## src/rtl/tdd_pkg.sv

```systemverilog
package tdd_pkg;

    typedef enum logic [1:0] {
        MODE_STANDBY  = 2'd0,
        MODE_RECEIVE  = 2'd1,
        MODE_TRANSMIT = 2'd2
    } tdd_mode_e;

    typedef enum logic [2:0] {
        S_OFF,
        S_RX_CAL,
        S_RX_LIVE,
        S_TX_HOLD,
        S_TX_LIVE,
        S_TX_TAIL
    } tdd_state_e;

endpackage

```

## src/rtl/tdd_edge_det.sv

```systemverilog
module tdd_edge_det #(
    parameter bit RESET_LEVEL = 1'b1
) (
    input  logic clk,
    input  logic rst_n,
    input  logic din,
    output logic rise,
    output logic fall
);
    logic din_q;

    always_ff @(posedge clk or negedge rst_n) begin
        if (!rst_n) begin
            din_q <= RESET_LEVEL;
        end else begin
            din_q <= din;
        end
    end

    assign rise = din & ~din_q;
    assign fall = ~din & din_q;
endmodule

```

## src/rtl/tdd_lvl_latch.sv

```systemverilog
module tdd_lvl_latch (
    input  logic clk,
    input  logic rst_n,
    input  logic arm,
    input  logic supply_low,
    input  logic clear,
    output logic tripped
);
    always_ff @(posedge clk or negedge rst_n) begin
        if (!rst_n) begin
            tripped <= 1'b0;
        end else if (clear) begin
            tripped <= 1'b0;
        end else if (arm && supply_low) begin
            tripped <= 1'b1;
        end
    end
endmodule

```

## src/rtl/tdd_tpc_hold.sv

```systemverilog
module tdd_tpc_hold (
    input  logic clk,
    input  logic rst_n,
    input  logic load,
    input  logic tpc_req,
    input  logic analog_mode,
    output logic pull_low
);
    logic level_q;

    always_ff @(posedge clk or negedge rst_n) begin
        if (!rst_n) begin
            level_q <= 1'b1;
        end else if (load) begin
            level_q <= tpc_req;
        end
    end

    assign pull_low = ~analog_mode & ~level_q;
endmodule

```

## src/rtl/tdd_slot_fsm.sv

```systemverilog
module tdd_slot_fsm
    import tdd_pkg::*;
#(
    parameter int CAL_CYCLES      = 768,
    parameter int PA_DELAY_CYCLES = 768,
    parameter int PA_LEAD_CYCLES  = 61
) (
    input  logic       clk,
    input  logic       rst_n,
    input  logic       chip_en,
    input  logic       rx_sel,
    input  logic       chan_wr,
    output tdd_state_e state
);
    localparam int MAX_A   = (CAL_CYCLES > PA_DELAY_CYCLES) ? CAL_CYCLES : PA_DELAY_CYCLES;
    localparam int MAX_ALL = (MAX_A > PA_LEAD_CYCLES) ? MAX_A : PA_LEAD_CYCLES;
    localparam int CNT_W   = $clog2(MAX_ALL + 1);
    localparam logic [CNT_W-1:0] CAL_LAST  = CNT_W'(CAL_CYCLES - 1);
    localparam logic [CNT_W-1:0] HOLD_LAST = CNT_W'(PA_DELAY_CYCLES - 1);
    localparam logic [CNT_W-1:0] LEAD_LAST = CNT_W'(PA_LEAD_CYCLES - 1);

    tdd_state_e       st_q, st_d;
    logic [CNT_W-1:0] cnt_q, cnt_d;

    // State register
    always_ff @(posedge clk or negedge rst_n) begin
        if (!rst_n) begin
            st_q  <= S_OFF;
            cnt_q <= '0;
        end else begin
            st_q  <= st_d;
            cnt_q <= cnt_d;
        end
    end

    // Next state and interval counter
    always_comb begin
        st_d  = st_q;
        cnt_d = cnt_q + 1'b1;
        if (!chip_en) begin
            st_d  = S_OFF;
            cnt_d = '0;
        end else begin
            unique case (st_q)
                S_OFF: begin
                    st_d  = rx_sel ? S_RX_CAL : S_TX_HOLD;
                    cnt_d = '0;
                end
                S_RX_CAL: begin
                    if (!rx_sel) begin
                        st_d  = S_TX_HOLD;
                        cnt_d = '0;
                    end else if (chan_wr) begin
                        st_d  = S_RX_CAL;
                        cnt_d = '0;
                    end else if (cnt_q == CAL_LAST) begin
                        st_d  = S_RX_LIVE;
                        cnt_d = '0;
                    end
                end
                S_RX_LIVE: begin
                    cnt_d = '0;
                    if (!rx_sel) begin
                        st_d = S_TX_HOLD;
                    end else if (chan_wr) begin
                        st_d = S_RX_CAL;
                    end
                end
                S_TX_HOLD: begin
                    if (rx_sel) begin
                        st_d  = S_TX_TAIL;
                        cnt_d = '0;
                    end else if (cnt_q == HOLD_LAST) begin
                        st_d  = S_TX_LIVE;
                        cnt_d = '0;
                    end
                end
                S_TX_LIVE: begin
                    cnt_d = '0;
                    if (rx_sel) begin
                        st_d = S_TX_TAIL;
                    end
                end
                S_TX_TAIL: begin
                    if (cnt_q == LEAD_LAST) begin
                        st_d  = rx_sel ? S_RX_CAL : S_TX_HOLD;
                        cnt_d = '0;
                    end
                end
                default: begin
                    st_d  = S_OFF;
                    cnt_d = '0;
                end
            endcase
        end
    end

    assign state = st_q;
endmodule

```

## src/rtl/tdd_mode_sequencer.sv

```systemverilog
module tdd_mode_sequencer
    import tdd_pkg::*;
#(
    parameter int CAL_CYCLES      = 768,
    parameter int PA_DELAY_CYCLES = 768,
    parameter int PA_LEAD_CYCLES  = 61
) (
    input  logic       clk,
    input  logic       rst_n,
    input  logic       chip_en,
    input  logic       rx_sel,
    input  logic       pll_locked,
    input  logic       supply_low,
    input  logic       cfg_lvl_en,
    input  logic       cfg_txm,
    input  logic       cfg_aout,
    input  logic       cfg_tpc,
    input  logic       chan_wr,
    output logic [1:0] mode,
    output logic       cal_busy,
    output logic       rx_valid,
    output logic       pa_en,
    output logic       txbuf_en,
    output logic       tpc_pull_low
);
    tdd_state_e state;
    logic       sel_rise, sel_fall, lvl_trip;
    logic       pa_ok;

    tdd_slot_fsm #(
        .CAL_CYCLES     (CAL_CYCLES),
        .PA_DELAY_CYCLES(PA_DELAY_CYCLES),
        .PA_LEAD_CYCLES (PA_LEAD_CYCLES)
    ) u_fsm (
        .clk    (clk),
        .rst_n  (rst_n),
        .chip_en(chip_en),
        .rx_sel (rx_sel),
        .chan_wr(chan_wr),
        .state  (state)
    );

    tdd_edge_det #(.RESET_LEVEL(1'b1)) u_sel_edge (
        .clk  (clk),
        .rst_n(rst_n),
        .din  (rx_sel),
        .rise (sel_rise),
        .fall (sel_fall)
    );

    tdd_lvl_latch u_lvl (
        .clk       (clk),
        .rst_n     (rst_n),
        .arm       (cfg_lvl_en),
        .supply_low(supply_low),
        .clear     (sel_rise),
        .tripped   (lvl_trip)
    );

    tdd_tpc_hold u_tpc (
        .clk        (clk),
        .rst_n      (rst_n),
        .load       (sel_fall),
        .tpc_req    (cfg_tpc),
        .analog_mode(cfg_aout),
        .pull_low   (tpc_pull_low)
    );

    assign pa_ok = pll_locked & ~lvl_trip;

    // Output decode
    always_comb begin
        mode     = MODE_STANDBY;
        cal_busy = 1'b0;
        rx_valid = 1'b0;
        pa_en    = 1'b0;
        txbuf_en = 1'b0;
        unique case (state)
            S_OFF: begin
                mode = MODE_STANDBY;
            end
            S_RX_CAL: begin
                mode     = MODE_RECEIVE;
                cal_busy = 1'b1;
            end
            S_RX_LIVE: begin
                mode     = MODE_RECEIVE;
                rx_valid = 1'b1;
            end
            S_TX_HOLD: begin
                mode     = MODE_TRANSMIT;
                txbuf_en = ~cfg_txm;
            end
            S_TX_LIVE: begin
                mode     = MODE_TRANSMIT;
                pa_en    = pa_ok;
                txbuf_en = cfg_txm ? pa_ok : 1'b1;
            end
            S_TX_TAIL: begin
                mode     = MODE_TRANSMIT;
                txbuf_en = 1'b1;
            end
            default: begin
                mode = MODE_STANDBY;
            end
        endcase
    end
endmodule

```

## config.mk

```make
export PLATFORM = sky130hd
export DESIGN_NAME = tdd_mode_sequencer
export DESIGN_NICKNAME = d
export VERILOG_FILES = /design/src/rtl/tdd_pkg.sv /design/src/rtl/tdd_edge_det.sv /design/src/rtl/tdd_lvl_latch.sv /design/src/rtl/tdd_tpc_hold.sv /design/src/rtl/tdd_slot_fsm.sv /design/src/rtl/tdd_mode_sequencer.sv
export SDC_FILE = /design/constraint.sdc
export NUM_CORES = 1
export LEC_CHECK = 0
export ABC_CLOCK_PERIOD_IN_PS = 2200
export BUFFER_PORTS_ARGS = -buffer_cell sky130_fd_sc_hd__buf_2
export CAP_MARGIN = 20
export CORE_MARGIN = 4
export CORE_UTILIZATION = 40
export CTS_BUF_LIST = sky130_fd_sc_hd__clkbuf_2
export DETAILED_ROUTE_END_ITERATION = 8
export HOLD_SLACK_MARGIN = 0.08
export PLACE_DENSITY = 0.58
export SETUP_SLACK_MARGIN = 0.05
export SYNTH_ARGS = -nofsm -noshare
export SYNTH_HDL_FRONTEND = slang
export SYNTH_SLANG_ARGS = --single-unit
```

## constraint.sdc

```tcl
create_clock -name clk -period 2.2 [get_ports clk]
set_input_delay 0.33 -clock clk [delete_from_list [all_inputs] [get_ports clk]]
set_output_delay 0.33 -clock clk [all_outputs]
set_load 0.03 [all_outputs]
```

==> run summary, run 1 <==
======================================================================================
WP data arrival .........................................................      2.08 ns
Wire length of the first global-routing pass ............................      3590 um
DRC viols ...............................................................            0
Status .................................................................. finished, final reports clean
Hold path start .........................................................       rx_sel
WL/cell .................................................................      13.2 um
Crit Path Category ...................................................... flop to flop
Post-synthesis register bit count .......................................           16
Share of async-settable or async-resettable flops after synthesis .......         100%
Warnings, synthesis .....................................................            0
Worst skew pair latency .................................................      0.29 ns
Root buffer selected by CTS ............................................. sky130_fd_sc_hd__clkbuf_2
Number of buffers created by CTS ........................................            3
Initial core utilization ................................................        41.5%
Maximum clock frequency .................................................    0.521 GHz
Cell leakage power ......................................................     0.475 nW
Final clock period utilization by the worst path ........................        87.2%
Layout Area Growth over Synthesis .......................................        12.6%
Number of standard-cell rows in the floorplan ...........................           18
Die height ..............................................................      58.5 um
Antenna Nets Post-Route .................................................            0
Summed instance area of the synthesized netlist .........................    1020 um^2
Clock net sink count ....................................................           16
Hold Slack ..............................................................     0.227 ns
GRT Total Usage .........................................................        13.5%
Net total in the final layout ...........................................          144
Final TNS setup .........................................................         0 ns
Core region area ........................................................    2450 um^2
Critical path, cell by cell ............................................. inv_1, ha_1, or4b_4, o31ai_4, o22a_2, nor3_1
Critical Path Start Type ................................................         flop
Die width ...............................................................      58.5 um
Post-synthesis sequential area ratio ....................................        39.5%
Number of detailed-routing iterations run before antenna repair .........            4
Number of antenna violations at the first check in global routing .......            0
Crit-path max FO ........................................................           11
Largest voltage drop on the vdd net .....................................     0.421 mV
Grt total ovfl ..........................................................            0
Pwr/cell area ...........................................................  759 nW/um^2
Number of setup violations in the final report ..........................            0
Max-Cap Viols ...........................................................            0
Final Hold Viols ........................................................            0
Htree depth .............................................................            1
CP endpoint kind ........................................................         flop
IO Port Bufs ............................................................           17
Worst-Margin Slew .......................................................     0.426 ns
Worst slew margin relative to its limit .................................        71.5%
Origin of the critical flop-to-flop path ................................ u_fsm.cnt_q[0]
Final slew viol count ...................................................            0
TritonCTS clock tree ....................................................          yes
Max Clock Skew ..........................................................   0.00950 ns
Clock slew at the register clock pins of the worst setup and hold paths .      0.14 ns
WP data required ........................................................      2.36 ns
Count of different cell masters after synthesis .........................           40
Maximum number of pins on one net before global-route repair ............           17
Post-cts repair resize count ............................................            0
Average cell area after synthesis .......................................    9.10 um^2
Post-layout util ........................................................        46.8%
Boundary pin count ......................................................           18
Number of buffers on the longest clock path .............................            2
Number of flops mapped to enable cells by yosys .........................            0
Final critical path time including I/O delays and setup .................      1.92 ns
DRT Wirelength ..........................................................      2110 um
Die footprint ...........................................................    3420 um^2
First-iteration detailed-routing DRC count ..............................           59
Kind of path behind the tightest hold check ............................. input port to flop
Cell with the largest stage delay on the worst path ..................... sky130_fd_sc_hd__or4b_4
Via total after detailed routing ........................................          836
Number of global-route vias before repair ...............................          800
Worst setup slack before clock tree synthesis ...........................     0.284 ns
Delay of the slowest cell on the worst path .............................      0.47 ns
Detailed-route vias per instance ........................................         5.23
Main synth FF type ...................................................... sky130_fd_sc_hd__dfrtp_1
Cells after Synth .......................................................          112
Number of buffer and inverter instances along the worst setup path ......            1
Sum of net half-perimeters after detailed placement .....................      1600 um
Layout cells sized above 1 ..............................................        23.8%
CP delay by family, top ................................................. compound AO/OA/AOI/OAI gates
Ant diodes ..............................................................            0
Worst setup startpoint .................................................. u_fsm.cnt_q[0]
Worst setup slack after layout ..........................................     0.282 ns
RD Place Congestion .....................................................        0.798
Number of nets produced by synthesis ....................................          125
RSZ-0062 raised after global routing ....................................           no
======================================================================================
[cell usage after synthesis (2+ instances only)]
library cell	number	area share, %
sky130_fd_sc_hd__dfrtp_1	14	34
sky130_fd_sc_hd__nor3_1	10	4.9
sky130_fd_sc_hd__inv_1	9	3.3
sky130_fd_sc_hd__nor2_1	8	2.9
sky130_fd_sc_hd__nand3_1	7	3.4
sky130_fd_sc_hd__nand2_1	6	2.2
sky130_fd_sc_hd__o21ai_0	6	2.9
sky130_fd_sc_hd__nand2b_1	5	3.1
sky130_fd_sc_hd__a21oi_1	4	2.0
sky130_fd_sc_hd__xnor2_1	4	3.4
sky130_fd_sc_hd__buf_2	3	1.5
sky130_fd_sc_hd__nor3b_1	3	2.2
sky130_fd_sc_hd__xor2_1	3	2.6
sky130_fd_sc_hd__dfstp_2	2	5.2
sky130_fd_sc_hd__ha_1	2	2.5
sky130_fd_sc_hd__nor2b_1	2	1.2
[path summary, 6_finish.rpt]
kind	slack (ns)	depth (start not counted)	to
hold reg to reg	0.50	2	u_tpc.level_q
hold / removal	0.23	1	u_sel_edge.din_q
max in group asynchronous	1.44	2	u_tpc.level_q
setup reg to reg	0.28	6	u_fsm.cnt_q[4]
setup / recovery	0.28	6	u_fsm.cnt_q[4]
min in group asynchronous	0.45	2	u_fsm.state[0]
[repair_timing]
action,CTS,global route
setup endpoints to repair,0,0
hold endpoints to repair,14,0
hold buffers,1,0
setup buffers,0,0
[cells in the final DEF (no fill, tap or decap), types with 2 or more instances in the layout]
| master | n |
|---|---|
| sky130_fd_sc_hd__nor2b_1 | 2 |
| sky130_fd_sc_hd__inv_1 | 9 |
| sky130_fd_sc_hd__xnor2_1 | 4 |
| sky130_fd_sc_hd__nand3_1 | 7 |
| sky130_fd_sc_hd__o21ai_0 | 6 |
| sky130_fd_sc_hd__nor3b_1 | 3 |
| sky130_fd_sc_hd__nand2b_1 | 5 |
| sky130_fd_sc_hd__dfrtp_1 | 14 |
| sky130_fd_sc_hd__nor2_1 | 8 |
| sky130_fd_sc_hd__buf_2 | 17 |
| sky130_fd_sc_hd__a21oi_1 | 4 |
| sky130_fd_sc_hd__xor2_1 | 3 |
| sky130_fd_sc_hd__nor3_1 | 10 |
| sky130_fd_sc_hd__clkbuf_2 | 3 |
| sky130_fd_sc_hd__dfstp_2 | 2 |
| sky130_fd_sc_hd__nand2_1 | 6 |
| sky130_fd_sc_hd__ha_1 | 2 |
[registers in the layout, summed over array words and instances (netlist names)]
signal,flops
u_sel_edge.din_q,1
u_fsm.state,3
u_fsm.cnt_q,10
u_lvl.tripped,1
u_tpc.level_q,1
[layout make-up]
type / instances / area [um^2]
fill: 243 / 1310
inverter: 9 / 33.8
tap: 30 / 37.5
timing repair buffer: 19 / 103
sequential: 16 / 403
clock inverter: 1 / 3.75
clock buffer: 3 / 15.0
multi-input combinational: 82 / 553
[metal layers]
layer	GRT usage (%)	wire [um]	vias up	share of wire, %
met3	3.07	117	2	5.5
met1	17.9	1010	384	48
li1	-	-	433	-
met4	3.97	10	0	0.47
met5	0	0	-	0
met2	22.0	979	17	46
[per-stage QoR]
step | instance area, um^2 | instances | total power (W)
floorplan | 1020 | 112 | 0.000658
global placement | 1120 | 155 | 0.000739
detailed placement | 1120 | 155 | 0.000750
CTS | 1150 | 160 | 0.000886
global route | 1150 | 160 | 0.000936
finish | 1150 | 160 | 0.000872
[power by group]
group | internal, W | leakage (nW) | switching, W
combinational | 0.000137 | 0.249 | 0.000253
clock | 0.0000395 | 0.0140 | 0.0000919
sequential | 0.000319 | 0.211 | 0.0000318
[cells by family (layout without fill, tap and decap cells)]
logic type,count (synthesis),in the layout,share of synthesized area (%)
flops,16,16,39.5
compound gates,23,23,17.9
buf+inv,14,32,6.26
simple gates,49,49,26.9
xor+xnor,7,7,6.01
mux,1,1,0.982
fa+ha+maj,2,2,2.45
Power figures use the tool's default switching activity.
==> run 2: changes to the inputs <==
Settings changed: ABC_CLOCK_PERIOD_IN_PS 2200 to 1600, PLACE_DENSITY 0.58 to 0.61.
Clock period 2.2 ns to 1.6 ns, I/O delays scaled along.
==> run summary, run 2 (synthesized netlist as in run 1, its figures left out) <==
======================================================================================
Cell count after placement ..............................................          170   was 155
Reg power frac ..........................................................        30.0%   was 40.2%
Maximum clock frequency .................................................    0.559 GHz   was 0.521 GHz
Number of antenna violations at the first check in global routing .......            0   unchanged
Initial core utilization ................................................        41.5%   unchanged
Number of global-route vias before repair ...............................          942   was 800
Layout Area Growth over Synthesis .......................................        42.1%   was 12.6%
Worst skew pair latency .................................................      0.29 ns   about the same
Clock net sink count ....................................................           16   unchanged
NetSw ...................................................................   0.000662 W   was 0.000377 W
CP endpoint kind ........................................................         flop   unchanged
Number of setup violations in the final report ..........................           15   was 0
Number of standard-cell rows in the floorplan ...........................           18   unchanged
Via total after detailed routing ........................................          967   was 836
Clock slew at the register clock pins of the worst setup and hold paths .      0.17 ns   was 0.14 ns
WP data arrival .........................................................      2.01 ns   was 2.08 ns
Busiest layer in global routing .........................................         met2   unchanged
Final slew viol count ...................................................            0   unchanged
Boundary pin count ......................................................           18   unchanged
Number of non-filler instances in the completed layout ..................          184   was 160
Antenna Nets Post-Route .................................................            0   unchanged
Number of flip-flops in the largest register ............................           10   unchanged
Global-route met2 utilization ...........................................        27.8%   was 22.0%
Global-route track usage on met3 ........................................        3.07%   unchanged
Worst-Margin Slew .......................................................     0.437 ns   was 0.426 ns
GRT Total Usage .........................................................        16.6%   was 13.5%
Net total in the final layout ...........................................          168   was 144
Crit-path max FO ........................................................            3   was 11
Largest voltage drop on the vdd net .....................................     0.737 mV   was 0.421 mV
Number of detailed-routing iterations run before antenna repair .........            4   unchanged
Status .................................................................. finished with violations   was finished, final reports clean
Wire length of the first global-routing pass ............................      4370 um   was 3590 um
WL/cell .................................................................      14.4 um   was 13.2 um
Kind of path behind the tightest hold check ............................. input port to flop   unchanged
Number of buffers on the longest clock path .............................            2   unchanged
Pwr/cell area ........................................................... 1110 nW/um^2   was 759 nW/um^2
Failing checks .......................................................... setup timing
Final TNS setup .........................................................     -2.29 ns   was 0 ns
RSZ-0062 raised after global routing ....................................          yes   was no
IO Port Bufs ............................................................           17   unchanged
Max Clock Skew ..........................................................    0.0111 ns   was 0.00950 ns
Combinational power share ...............................................        58.2%   was 44.7%
Detailed-route vias per instance ........................................         5.26   was 5.23
Number of buffers created by CTS ........................................            3   unchanged
Die width ...............................................................      58.5 um   unchanged
DRT Wirelength ..........................................................      2640 um   was 2110 um
Clock group share of total power ........................................        11.8%   was 15.1%
Crit Path Category ...................................................... flop to flop   unchanged
Worst slew margin relative to its limit .................................        70.8%   was 71.5%
DRC viols ...............................................................            0   unchanged
Ant diodes ..............................................................            0   unchanged
Largest Register ........................................................  u_fsm.cnt_q   unchanged
Htree depth .............................................................            1   unchanged
Worst setup slack after layout ..........................................    -0.190 ns   was 0.282 ns
Post-route total power ..................................................    0.00161 W   was 0.000872 W
Commonest non-fill, non-tap cells in the layout ......................... 22 x sky130_fd_sc_hd__buf_4, 12 x sky130_fd_sc_hd__dfrtp_1, 11 x sky130_fd_sc_hd__buf_2   was 17 x sky130_fd_sc_hd__buf_2, 14 x sky130_fd_sc_hd__dfrtp_1, 10 x sky130_fd_sc_hd__nor3_1
Final clock period utilization by the worst path ........................         112%   was 87.2%
Layout cells sized above 1 ..............................................        42.9%   was 23.8%
Grt total ovfl ..........................................................            0   unchanged
Die footprint ...........................................................    3420 um^2   unchanged
Met1 Track Usage GR .....................................................        21.9%   was 17.9%
Sum of net half-perimeters after detailed placement .....................      1650 um   was 1600 um
Hold Slack ..............................................................     0.127 ns   was 0.227 ns
Core region area ........................................................    2450 um^2   unchanged
RD Place Congestion .....................................................        0.822   was 0.798
Leading cell type in the layout, fill and taps excluded ................. sky130_fd_sc_hd__buf_4   was sky130_fd_sc_hd__buf_2
TritonCTS clock tree ....................................................          yes   unchanged
Internal power of the cells .............................................   0.000945 W   was 0.000495 W
WP data required ........................................................      1.82 ns   was 2.36 ns
Max-Cap Viols ...........................................................            0   unchanged
Die height ..............................................................      58.5 um   unchanged
Cell leakage power ......................................................     0.620 nW   was 0.475 nW
First-iteration detailed-routing DRC count ..............................           27   was 59
Number of filler instances in the final layout ..........................          220   was 243
Final critical path time including I/O delays and setup .................      1.79 ns   was 1.92 ns
Final Hold Viols ........................................................            0   unchanged
Worst setup slack before clock tree synthesis ...........................    -0.214 ns   was 0.284 ns
Root buffer selected by CTS ............................................. sky130_fd_sc_hd__clkbuf_2   unchanged
Critical Path Start Type ................................................         flop   unchanged
Net switching share of the total power ..................................        41.2%   was 43.2%
Maximum number of pins on one net before global-route repair ............           17   unchanged
======================================================================================
## run 2: changes by cell type in the layout (fill, tap and decap cells not counted), sizes merged
cell and change:
buf +24
## run 2: layer usage
metal	vias to the layer above	share of wire, %
met2	20	53
li1	482	-
met1	461	42
met4	0	0.79
met5	-	0
met3	4	4.4
## run 2: area by class of cell
| type | instances | area [um^2] | share of cell area [%] |
|---|---|---|---|
| sequential | 16 | 405 | 28.0 |
| clock buffer | 3 | 15.0 | 1.04 |
| inverter | 9 | 33.8 | 2.33 |
| multi-input combinational | 82 | 622 | 42.9 |
| timing repair buffer | 43 | 332 | 22.9 |
| tap | 30 | 37.5 | 2.59 |
| clock inverter | 1 | 3.75 | 0.259 |
## run 2: critical path, cell delays in order, from the launching register on
cell	delay, ns
sky130_fd_sc_hd__dfrtp_1	0.41
sky130_fd_sc_hd__inv_1	0.06
sky130_fd_sc_hd__ha_1	0.13
sky130_fd_sc_hd__or4b_4	0.47
sky130_fd_sc_hd__o31ai_4	0.26
sky130_fd_sc_hd__o221ai_2	0.17
sky130_fd_sc_hd__a221oi_2	0.23
## run 2: power by group through the flow
stage,clock [W],combinational (W),sequential (W)
floorplan,0,0.000445,0.000459
global placement,0,0.000572,0.000488
detailed placement,0,0.000580,0.000488
CTS,0.000194,0.000826,0.000475
global route,0.000207,0.00101,0.000489
finish,0.000189,0.000935,0.000482
## run 2: through the flow
step | instance area, um^2 | util, %
2_1_floorplan | 1020 | -
3_3_place_gp | 1230 | 50.2
3_5_place_dp | 1230 | 50.2
4_1_cts | 1390 | 56.7
5_1_grt | 1450 | 59.0
6_report | 1450 | 59.0
## run 2: final timing paths
kind                           startpoint               end  slack, ns  cells after the start
min reg2reg                 u_tpc.level_q     u_tpc.level_q       0.49                      2
max reg2reg                u_fsm.cnt_q[0]    u_fsm.state[2]      -0.19                      6
min in group asynchronous           rst_n     u_lvl.tripped       0.36                      2
max                        u_fsm.cnt_q[0]    u_fsm.state[2]      -0.19                      6
min                                rx_sel  u_sel_edge.din_q       0.13                      1
max in group asynchronous           rst_n  u_sel_edge.din_q       0.92                      2
## run 2: what timing repair did
action	CTS	global route
hold buffers	1	0
endpoints found under the hold margin	14	0
setup buffers	6	4
gates resized for setup	23	13
setup endpoints to repair	19	19
pin swaps	5	2
==> run 3: changes to the inputs <==
Settings changed: CORE_ASPECT_RATIO set to 0.7, CTS_BUF_LIST sky130_fd_sc_hd__clkbuf_2 to sky130_fd_sc_hd__clkbuf_4.
==> run summary, run 3 (synthesized netlist as in run 1, its figures left out) <==
======================================================================================
Worst-Margin Slew .......................................................     0.515 ns   was 0.437 ns
Hold Slack ..............................................................     0.156 ns   was 0.127 ns
Maximum clock frequency .................................................    0.540 GHz   was 0.559 GHz
Ant diodes ..............................................................            0   unchanged
Kind of path behind the tightest hold check ............................. input port to flop   unchanged
Hold Path Cell Cnt ......................................................            1   unchanged
Wire length of the first global-routing pass ............................      4520 um   was 4370 um
Die height ..............................................................      50.2 um   was 58.5 um
Post-layout util ........................................................        62.8%   was 59.0%
Die footprint ...........................................................    3430 um^2   was 3420 um^2
Worst setup slack after layout ..........................................    -0.252 ns   was -0.190 ns
Crit Path Category ...................................................... flop to flop   unchanged
RD Place Congestion .....................................................        0.802   was 0.822
Final Hold Viols ........................................................            0   unchanged
Origin of the critical flop-to-flop path ................................ u_fsm.cnt_q[0]   unchanged
GRT Total Usage .........................................................        17.5%   was 16.6%
Layout cells sized above 1 ..............................................        50.9%   was 42.9%
TritonCTS clock tree ....................................................          yes   unchanged
Final clock period utilization by the worst path ........................         116%   was 112%
Core region area ........................................................    2440 um^2   was 2450 um^2
Worst skew pair latency .................................................      0.29 ns   about the same
Net total in the final layout ...........................................          173   was 168
Worst slew margin relative to its limit .................................        65.6%   was 70.8%
RSZ-0062 raised after global routing ....................................          yes   unchanged
Grt total ovfl ..........................................................            0   unchanged
WP data arrival .........................................................      2.02 ns   was 2.01 ns
Antenna Nets Post-Route .................................................            0   unchanged
Via total after detailed routing ........................................         1033   was 967
Layout Area Growth over Synthesis .......................................        50.2%   was 42.1%
CP Capture Point ........................................................ u_fsm.state[2]   unchanged
Number of flip-flops in the largest register ............................           10   unchanged
Boundary pin count ......................................................           18   unchanged
Detailed-route vias per instance ........................................         5.35   was 5.26
Delay of the slowest cell on the worst path .............................      0.46 ns   was 0.47 ns
Worst reg2reg path depth ................................................            7   was 6
Number of buffers created by CTS ........................................            3   unchanged
WP data required ........................................................      1.76 ns   was 1.82 ns
CP delay by family, top ................................................. compound AO/OA/AOI/OAI gates   unchanged
Cell with the largest stage delay on the worst path ..................... sky130_fd_sc_hd__or4b_4   unchanged
Number of detailed-routing iterations run before antenna repair .........            4   unchanged
Status .................................................................. finished with violations   unchanged
Post-route total power ..................................................    0.00164 W   was 0.00161 W
Number of buffer and inverter instances along the worst setup path ......            2   was 1
Number of cells on the critical path ....................................            7   was 6
Sum of net half-perimeters after detailed placement .....................      2030 um   was 1650 um
Pwr/cell area ........................................................... 1070 nW/um^2   was 1110 nW/um^2
Largest voltage drop on the vdd net .....................................     0.678 mV   was 0.737 mV
Number of global-route vias before repair ...............................          966   was 942
Largest Register ........................................................  u_fsm.cnt_q   unchanged
Number of setup violations in the final report ..........................           14   was 15
Failing checks .......................................................... setup timing   unchanged
End of the worst register-to-register path .............................. u_fsm.state[2]   unchanged
WL/cell .................................................................      15.6 um   was 14.4 um
Final slew viol count ...................................................            0   unchanged
Final critical path time including I/O delays and setup .................      1.85 ns   was 1.79 ns
Number of buffers on the longest clock path .............................            2   unchanged
Worst setup startpoint .................................................. u_fsm.cnt_q[0]   unchanged
DRT Wirelength ..........................................................      3020 um   was 2640 um
Max-Cap Viols ...........................................................            0   unchanged
Crit-path max FO ........................................................            6   was 3
Worst setup slack for register-to-register paths ........................     -0.25 ns   was -0.19 ns
Cell leakage power ......................................................     0.641 nW   was 0.620 nW
Die width ...............................................................      68.4 um   was 58.5 um
Number of standard-cell rows in the floorplan ...........................           15   was 18
Root buffer selected by CTS ............................................. sky130_fd_sc_hd__clkbuf_4   was sky130_fd_sc_hd__clkbuf_2
Leading cell type in the layout, fill and taps excluded ................. sky130_fd_sc_hd__buf_4   unchanged
Final TNS setup .........................................................     -2.67 ns   was -2.29 ns
Clock net sink count ....................................................           16   unchanged
Worst setup slack before clock tree synthesis ...........................    -0.187 ns   was -0.214 ns
Initial core utilization ................................................        41.8%   was 41.5%
Number of antenna violations at the first check in global routing .......            0   unchanged
First-iteration detailed-routing DRC count ..............................           32   was 27
DRC viols ...............................................................            0   unchanged
Critical path, cell by cell ............................................. inv_2, ha_1, or4b_4, o31ai_4, buf_4, o22a_4, a221oi_2   was inv_1, ha_1, or4b_4, o31ai_4, o221ai_2, a221oi_2
IO Port Bufs ............................................................           17   unchanged
Maximum number of pins on one net before global-route repair ............           17   unchanged
CP endpoint kind ........................................................         flop   unchanged
Commonest non-fill, non-tap cells in the layout ......................... 26 x sky130_fd_sc_hd__buf_4, 13 x sky130_fd_sc_hd__buf_2, 11 x sky130_fd_sc_hd__dfrtp_1   was 22 x sky130_fd_sc_hd__buf_4, 12 x sky130_fd_sc_hd__dfrtp_1, 11 x sky130_fd_sc_hd__buf_2
Max Clock Skew ..........................................................   0.00890 ns   was 0.0111 ns
Clock slew at the register clock pins of the worst setup and hold paths .      0.10 ns   was 0.17 ns
Htree depth .............................................................            1   unchanged
Critical Path Start Type ................................................         flop   unchanged
======================================================================================
-- run 3: layout make-up --
type / instances / area, um^2
well taps: 34 / 42.5
inverters: 9 / 36.3
multi-input cells: 83 / 671
clock buffers: 3 / 22.5
fillers: 217 / 908
clock inverters: 1 / 3.75
repair buffers: 47 / 349
flip-flops and latches: 16 / 407
-- run 3: layer usage --
metal	global-route usage, %	up-vias	wire length [um]
met2	25.4	30	1430
met1	26.5	503	1410
met5	0	-	0
met3	3.58	5	143
met4	3.96	0	34
li1	-	495	-
-- run 3: report_power, final --
part | switching, W | total, W | leakage (nW) | internal (W)
clock | 0.000125 | 0.000216 | 0.0154 | 0.0000905
sequential | 0.0000443 | 0.000487 | 0.207 | 0.000443
combinational | 0.000497 | 0.000940 | 0.418 | 0.000443
-- run 3: worst min-delay path by stage --
stage,startpoint,to
floorplan,rst_n,u_fsm.cnt_q[0]
global placement,rst_n,u_fsm.cnt_q[6]
detailed placement,rst_n,u_fsm.state[2]
CTS,rx_sel,u_sel_edge.din_q
global route,rx_sel,u_sel_edge.din_q
finish,rx_sel,u_sel_edge.din_q
-- run 3: worst register-to-register path, stage by stage (launching register included) --
cell and delay (ns):
sky130_fd_sc_hd__dfrtp_1 0.40, sky130_fd_sc_hd__inv_2 0.05, sky130_fd_sc_hd__ha_1 0.12, sky130_fd_sc_hd__or4b_4 0.46, sky130_fd_sc_hd__o31ai_4 0.26, sky130_fd_sc_hd__buf_4 0.17, sky130_fd_sc_hd__o22a_4 0.18, sky130_fd_sc_hd__a221oi_2 0.08
-- run 3: repair_timing --
action / in CTS / in global routing
pin swaps: 3 / 9
cloned: 0 / 1
hold buffers: 1 / 0
buffers inserted: 2 / 8
resized for setup: 10 / 32
endpoints found under the hold margin: 14 / 0
setup endpoints to repair: 19 / 19
-- run 3: per-stage QoR --
stage          area, um^2  cells
3_3_place_gp         1260    177
2_1_floorplan        1020    112
6_report             1530    193
3_5_place_dp         1260    177
5_1_grt              1530    193
4_1_cts              1350    184
